<file path="config.mk">
export PLATFORM = sky130hd
export DESIGN_NAME = frame_shadow_regs
export DESIGN_NICKNAME = d
export VERILOG_FILES = /design/src/rtl/frame_shadow_regs.sv
export SDC_FILE = /design/constraint.sdc
export NUM_CORES = 1
export LEC_CHECK = 0
export ABC_AREA = 1
export BUFFER_PORTS_ARGS = -buffer_cell sky130_fd_sc_hd__buf_2
export CELL_PAD_IN_SITES_DETAIL_PLACEMENT = 1
export CELL_PAD_IN_SITES_GLOBAL_PLACEMENT = 1
export CORE_MARGIN = 10
export CORE_UTILIZATION = 44
export CTS_CLUSTER_DIAMETER = 150
export CTS_CLUSTER_SIZE = 20
export DETAILED_ROUTE_END_ITERATION = 12
export GPL_TIMING_DRIVEN = 1
export PLACE_DENSITY_LB_ADDON = 0.1
export RECOVER_POWER = 25
export SETUP_SLACK_MARGIN = 0.02
export SLEW_MARGIN = 20
export SYNTH_ARGS = -nofsm -noshare
export SYNTH_HDL_FRONTEND = slang
export SYNTH_SLANG_ARGS = --single-unit
</file>
<file path="constraint.sdc">
create_clock -name clk -period 1.5 [get_ports clk]
set_clock_uncertainty 0.15 [all_clocks]
set_input_delay 0.225 -clock clk [delete_from_list [all_inputs] [get_ports clk]]
set_output_delay 0.225 -clock clk [all_outputs]
set_load 0.03 [all_outputs]
</file>
<file path="src/rtl/frame_shadow_regs.sv">
module frame_shadow_regs #(
  parameter int NREG = 8,
  parameter int DW   = 16,
  parameter int SA0  = 0,
  parameter int SA1  = 1,
  localparam int AW  = (NREG > 1) ? $clog2(NREG) : 1
) (
  input  logic               clk,
  input  logic               rst_n,
  input  logic               wr_en,
  input  logic [AW-1:0]      wr_addr,
  input  logic [DW-1:0]      wr_data,
  input  logic               disp_rst,
  input  logic [1:0]         tmode,
  input  logic               draw_sel,
  input  logic               int_vsync,
  input  logic               ext_vsync,
  output logic [NREG*DW-1:0] work_flat,
  output logic               upd_pulse
);

  logic [NREG*DW-1:0] front_flat;
  logic int_prev;
  logic ext_s1, ext_s2, ext_s3;
  logic int_fall, ext_fall, frame_trig;

  always_ff @(posedge clk or negedge rst_n) begin
    if (!rst_n) begin
      int_prev <= 1'b0;
      ext_s1   <= 1'b0;
      ext_s2   <= 1'b0;
      ext_s3   <= 1'b0;
      upd_pulse <= 1'b0;
    end else begin
      int_prev <= int_vsync;
      ext_s1   <= ext_vsync;
      ext_s2   <= ext_s1;
      ext_s3   <= ext_s2;
      upd_pulse <= frame_trig;
    end
  end

  assign int_fall   = int_prev & ~int_vsync;
  assign ext_fall   = ext_s3 & ~ext_s2;
  assign frame_trig = ((tmode == 2'b00) & int_fall) | ((tmode == 2'b10) & ext_fall);

  for (genvar i = 0; i < NREG; i++) begin : g_reg
    localparam bit IS_SA = (i == SA0) || (i == SA1);
    logic [DW-1:0] front_q, work_q, front_d;
    logic          direct;

    assign front_d = (wr_en && wr_addr == AW'(i)) ? wr_data : front_q;
    assign direct  = IS_SA & draw_sel;

    always_ff @(posedge clk or negedge rst_n) begin
      if (!rst_n) begin
        front_q <= '0;
        work_q  <= '0;
      end else begin
        front_q <= front_d;
        if (disp_rst || frame_trig || direct)
          work_q <= front_d;
      end
    end

    assign work_flat[i*DW +: DW]  = work_q;
    assign front_flat[i*DW +: DW] = front_q;
  end

endmodule


</file>
## After elaboration in Yosys (flattened, before gate mapping)

Index checks and enable logic that the tools add are counted.

- Register bits after elaboration: 261
- Input bits: 28
- Output and inout bits: 129
- Logic and storage cells: 56

- Equal/unequal tests: 8
- Mux-type cells: 8
- Bitwise gates (word level): 7
- Reduce and logical (&&, ||, !) cells: 12

Operators by type and width:

| operator | number |
|---|---|
| $mux 16 | 8 |
| $eq 3x3->1 const B | 4 |
| $logic_and 1x1->1 | 8 |
| $eq 3x2->1 const B | 2 |
| $and 1x1->1 | 4 |
| $eq 3x1->1 const B | 1 |
| $logic_not 3->1 | 1 |
| $eq 2x2->1 const B | 1 |
| $logic_not 2->1 | 1 |
| $logic_or 1x1->1 | 2 |
| $not 1->1 | 2 |
| $or 1x1->1 | 1 |

## Longest topological paths before layout

- Word-level depth: 6
- Mapped depth: 9
- Gate-level depth less buffers: 7

## Worst setup path after synthesis

Ideal clock, no wire load.

- Path type: reg2reg
- Start point: register ext_s3
- End point: register g_reg[3].work_q[0]
- Library setup time: 65 ps
- Arrival: 1118 ps
- Required time: 1285 ps
- Setup slack: 167 ps
- Stages on the path, launching flop included: 10
- Path buffers: 2
- Clock period less this slack: 1333 ps
- Path through: dfrtp_1 > nand2_1 > inv_1 > nand2_1 > nand2_1 > nor2_2 > buf_4 > buf_2 > nand2_1 > nand2_1

- Cells in the longest elaborated chain, start to end: 4

Ends and longest elaborated chain:

| element | RTL line | text |
|---|---|---|
| start: declaration | 24 | `logic ext_s1, ext_s2, ext_s3;` |
| start signal: assignment | 38 | `ext_s3 <= ext_s2;` |
| $and 1x1->1 | 44 | `assign ext_fall = ext_s3 & ~ext_s2;` |
| $and 1x1->1 | 45 | `assign frame_trig = ((tmode == 2'b00) & int_fall) \| ((tmode == 2'b10) & ext_fall);` |
| $or 1x1->1 | 45 |  |
| named net frame_trig | 25 | `logic int_fall, ext_fall, frame_trig;` |
| $logic_or 1x1->1 | 61 | `if (disp_rst \|\| frame_trig \|\| direct)` |
| end signal: assignment | 62 | `work_q <= front_d;` |
| end: declaration | 49 | `logic [DW-1:0] front_q, work_q, front_d;` |

The timed path passes the listed nets, and every way through them passes these cells.
A chain may end at the register's enable or synchronous reset.

## Worst setup path after layout

- Start point: register ext_s3
- End point: register g_reg[3].work_q[2]

- Cells in the longest elaborated chain, start to end: 4

Ends and longest elaborated chain:

| element | RTL line |
|---|---|
| $and 1x1->1 | 44 |
| $and 1x1->1 | 45 |
| $or 1x1->1 | 45 |
| $logic_or 1x1->1 | 61 |

No other way between the ends.

==> out/metrics.json <==
{
  "pwr": {
    "ir_drop_uv": 813,
    "total_leakage_power_nw": 7.63,
    "power.switching_mw": 7.18,
    "power.share.clock_pct": 22.5,
    "seqPwrFrac_pct": 45.2,
    "combinationalPowerShare_pct": 32.3,
    "intPower_mw": 13.0,
    "proportion_of_total_power_due_to_net_switching_pct": 35.6,
    "power.density_cell_area_mw_per_mm2": 1390
  },
  "hold_path": {
    "class_of_the_tightest_hold_or_removal_check": "in -> reg"
  },
  "timing": {
    "achievable-frequency_ghz": 0.605,
    "max_slew.worst_pin.slew_ns": 1.04,
    "timing.final.crit_period_ns": 1.65,
    "finalCritPeriodShare_pct": 110,
    "final-hold-violation-count": 0,
    "report.final.setup_viol": 128,
    "rsz0062_at_grt": "true",
    "layout_setup_ws_ns": -0.154,
    "final_max_slew_viol_count": 0,
    "relSlewSlack_pct": 30.7
  },
  "setup_path": {
    "start_kind": "register",
    "path_max_fanout": 14,
    "criticalPathCategory": "reg -> reg",
    "cp-end-kind": "register",
    "crit_required_ns": 1.72,
    "timing.critical_path.arrival_ns": 1.88
  },
  "synth": {
    "mappedNetlistArea_mm2": 0.0102,
    "synth_cell_type_count": 21,
    "mappedNetlistNets": 1048,
    "syn-instance-count": 1020,
    "ys.warnings.count": 0,
    "syn_area_per_cell_um2": 9.99,
    "yosys_register_bits": 261,
    "ys_seq_area_share_pct": 64.1
  },
  "outcome": {
    "violations_in_the_final_reports": "setup timing",
    "outcome": "complete, but fails checks"
  },
  "global_routing": {
    "grt_pass1_wl_mm": 50.7,
    "grt_start_max_net_pins": 48,
    "antenna_found_initial": 2,
    "globalRouteTotalUtil_pct": 22.3,
    "grt_remaining_overflow": 0,
    "grt_pass1_vias": 8403
  },
  "clocking": {
    "cts.sinks": 261,
    "cts.reportedPaths.clkPinSlew_ns": 0.09,
    "cts_tree": "yes",
    "clk_root_buf": "sky130_fd_sc_hd__clkbuf_16",
    "cts_max_path_buffers": 3,
    "htree_levels": 1,
    "cts_inserted_buffers": 17,
    "clk-insertion-delay-late_ns": 0.49
  },
  "routing": {
    "vias_post_dr": 8418,
    "remaining_drc_errors": 0,
    "drt_iter0_drc": 588,
    "postRouteAntennaNets": 0,
    "firstDrtPassIters": 4,
    "route.detailed.wl_per_inst_um": 24.1,
    "avgViaCountPerCell": 5.32,
    "wl_mm": 38.1
  },
  "die": {
    "io_pins": 157,
    "die_width_um": 172,
    "placeableCoreArea_mm2": 0.0227,
    "fp.dieArea_mm2": 0.0296,
    "floorplan.initialDensity_pct": 44.9,
    "placementRows": 55,
    "die_h_um": 172
  },
  "finish": {
    "multiInputGateArea_mm2": 0.00382,
    "area_delta_synth_final_pct": 42.2,
    "final-seq-area_mm2": 0.00653,
    "layout.filler_cells": 2386,
    "post_route_cells_drive_above_1_share_pct": 45.2,
    "most-common-layout-cells": "sky130_fd_sc_hd__nand2_1 (352), sky130_fd_sc_hd__dfrtp_1 (260), sky130_fd_sc_hd__nand2_2 (114), sky130_fd_sc_hd__buf_4 (105), sky130_fd_sc_hd__o21ai_2 (98)",
    "final_core_util_pct": 63.8,
    "design.final.nets": 1323,
    "final_cell_area_mm2": 0.0145,
    "mostFrequentLayoutCell": "sky130_fd_sc_hd__nand2_1"
  },
  "place": {
    "dp_hpwl_mm": 19.0,
    "buffer_ports.inserted": 156,
    "finalWeightedCongestion": 0.764,
    "postPlaceCellArea_mm2": 0.0115
  },
  "job": {
    "max_cap_violations": 0
  }
}
[state kept, by name, indices dropped and copies added (netlist names)]
signal,flops
g.work_q,128
ext_s2,1
upd_pulse,1
int_prev,1
ext_s3,1
g.front_q,128
ext_s1,1
[final cells by class]
cell class,instances,area share [%]
diodes,2,0.0345
clock buffers,18,2.96
clock inverters,1,0.138
inverters,25,0.656
multi-input cells,680,26.4
flip-flops and latches,261,45.1
well taps,285,2.46
repair buffers,310,22.3
[worst max-delay path: stages, from the launching register on]
cell and delay [ns]:
sky130_fd_sc_hd__dfrtp_1 0.39, sky130_fd_sc_hd__nand2_1 0.09, sky130_fd_sc_hd__inv_2 0.04, sky130_fd_sc_hd__nand2_2 0.06, sky130_fd_sc_hd__buf_4 0.14, sky130_fd_sc_hd__nand3_4 0.13
sky130_fd_sc_hd__buf_6 0.17, sky130_fd_sc_hd__clkbuf_16 0.17, sky130_fd_sc_hd__nand2_1 0.11, sky130_fd_sc_hd__nand2_1 0.08
[what timing repair did]
| action | CTS | global route |
|---|---|---|
| buffers inserted | 14 | 57 |
| cloned | 12 | 14 |
| endpoints found under the hold margin | 296 | 0 |
| hold buffers | 21 | 0 |
| pin swaps | 25 | 40 |
| endpoints found under the setup margin | 143 | 208 |
| gates resized for setup | 113 | 296 |
[power by group through the flow]
| stage | logic [mW] | clock network, mW | registers [mW] |
|---|---|---|---|
| global route | 6.97 | 4.92 | 9.22 |
| detailed placement | 4.68 | 0 | 9.05 |
| CTS | 5.20 | 4.61 | 8.99 |
| finish | 6.51 | 4.53 | 9.10 |
| floorplan | 1.68 | 0 | 10.3 |
| global placement | 4.56 | 0 | 9.02 |
[logic make-up (layout without fill, tap and decap cells)]
kind of cell	after synthesis	after routing	share of synthesized area, %
AND/OR/NAND/NOR	552	552	21.3
AO/OA/AOI/OAI	128	128	9.90
buffers and inverters	79	354	4.69
flip-flops	261	261	64.1
other	0	2	0
[layer usage]
| layer | global-route usage (%) | routed length (um) | vias up | share of wire, % |
|---|---|---|---|---|
| li1 | - | - | 3762 | - |
| met1 | 30.7 | 15500 | 4310 | 41 |
| met2 | 36.7 | 19000 | 269 | 50 |
| met3 | 3.35 | 2370 | 77 | 6.2 |
| met4 | 4.95 | 1300 | 0 | 3.4 |
| met5 | 0 | 0 | - | 0 |
[path summary, 6_finish.rpt]
| path | start | slack (ns) | depth (start not counted) | endpoint |
|---|---|---|---|---|
| worst max-delay path | ext_s3 | -0.15 | 9 | g_reg[3].work_q[2] |
| worst min-delay path | tmode[0] | 0.03 | 5 | upd_pulse |
| worst max register to register | ext_s3 | -0.15 | 9 | g_reg[3].work_q[2] |
| worst min register to register | ext_s1 | 0.23 | 0 | ext_s2 |
| max in group asynchronous | rst_n | 0.01 | 3 | g_reg[3].work_q[6] |
| min in group asynchronous | rst_n | 0.30 | 2 | ext_s2 |
[stage by stage]
stage	hold WS (ns)	worst slack, ns	total power, mW	setup TNS [ns]	std cells
global route	0.0453	-0.232	21.1	-25.26	1582
global placement	-0.0259	-0.0541	13.6	-3.13	1445
floorplan	-0.221	0.167	12.0	0	1020
detailed placement	-0.0280	-0.110	13.7	-8.64	1445
CTS	0.00867	-0.0384	18.8	-0.999	1511
finish	0.0326	-0.154	20.1	-11.82	1582
[cell usage after synthesis]
library cell                 n  share of area [%]
sky130_fd_sc_hd__inv_1      21               0.77
sky130_fd_sc_hd__clkinv_2    1              0.049
sky130_fd_sc_hd__inv_2       3               0.11
sky130_fd_sc_hd__nand3_2     1              0.098
sky130_fd_sc_hd__nand2_4     1               0.11
sky130_fd_sc_hd__buf_1       2              0.074
sky130_fd_sc_hd__nand3_1    32                1.6
sky130_fd_sc_hd__nand4_1     1              0.061
sky130_fd_sc_hd__nor2_4      2               0.22
sky130_fd_sc_hd__buf_4      13               0.96
sky130_fd_sc_hd__nor2_2      3               0.18
sky130_fd_sc_hd__dfrtp_1   261                 64
sky130_fd_sc_hd__nor2_1      4               0.15
sky130_fd_sc_hd__o21ai_2    98                8.4
sky130_fd_sc_hd__buf_2      15               0.74
sky130_fd_sc_hd__clkbuf_1    9               0.33
sky130_fd_sc_hd__o21ai_1    11               0.54
sky130_fd_sc_hd__o21ai_0    19               0.93
sky130_fd_sc_hd__nand2_1   500                 18
sky130_fd_sc_hd__buf_6      15                1.7
sky130_fd_sc_hd__nand2_2     8               0.49
Power figures use the tool's default switching activity.
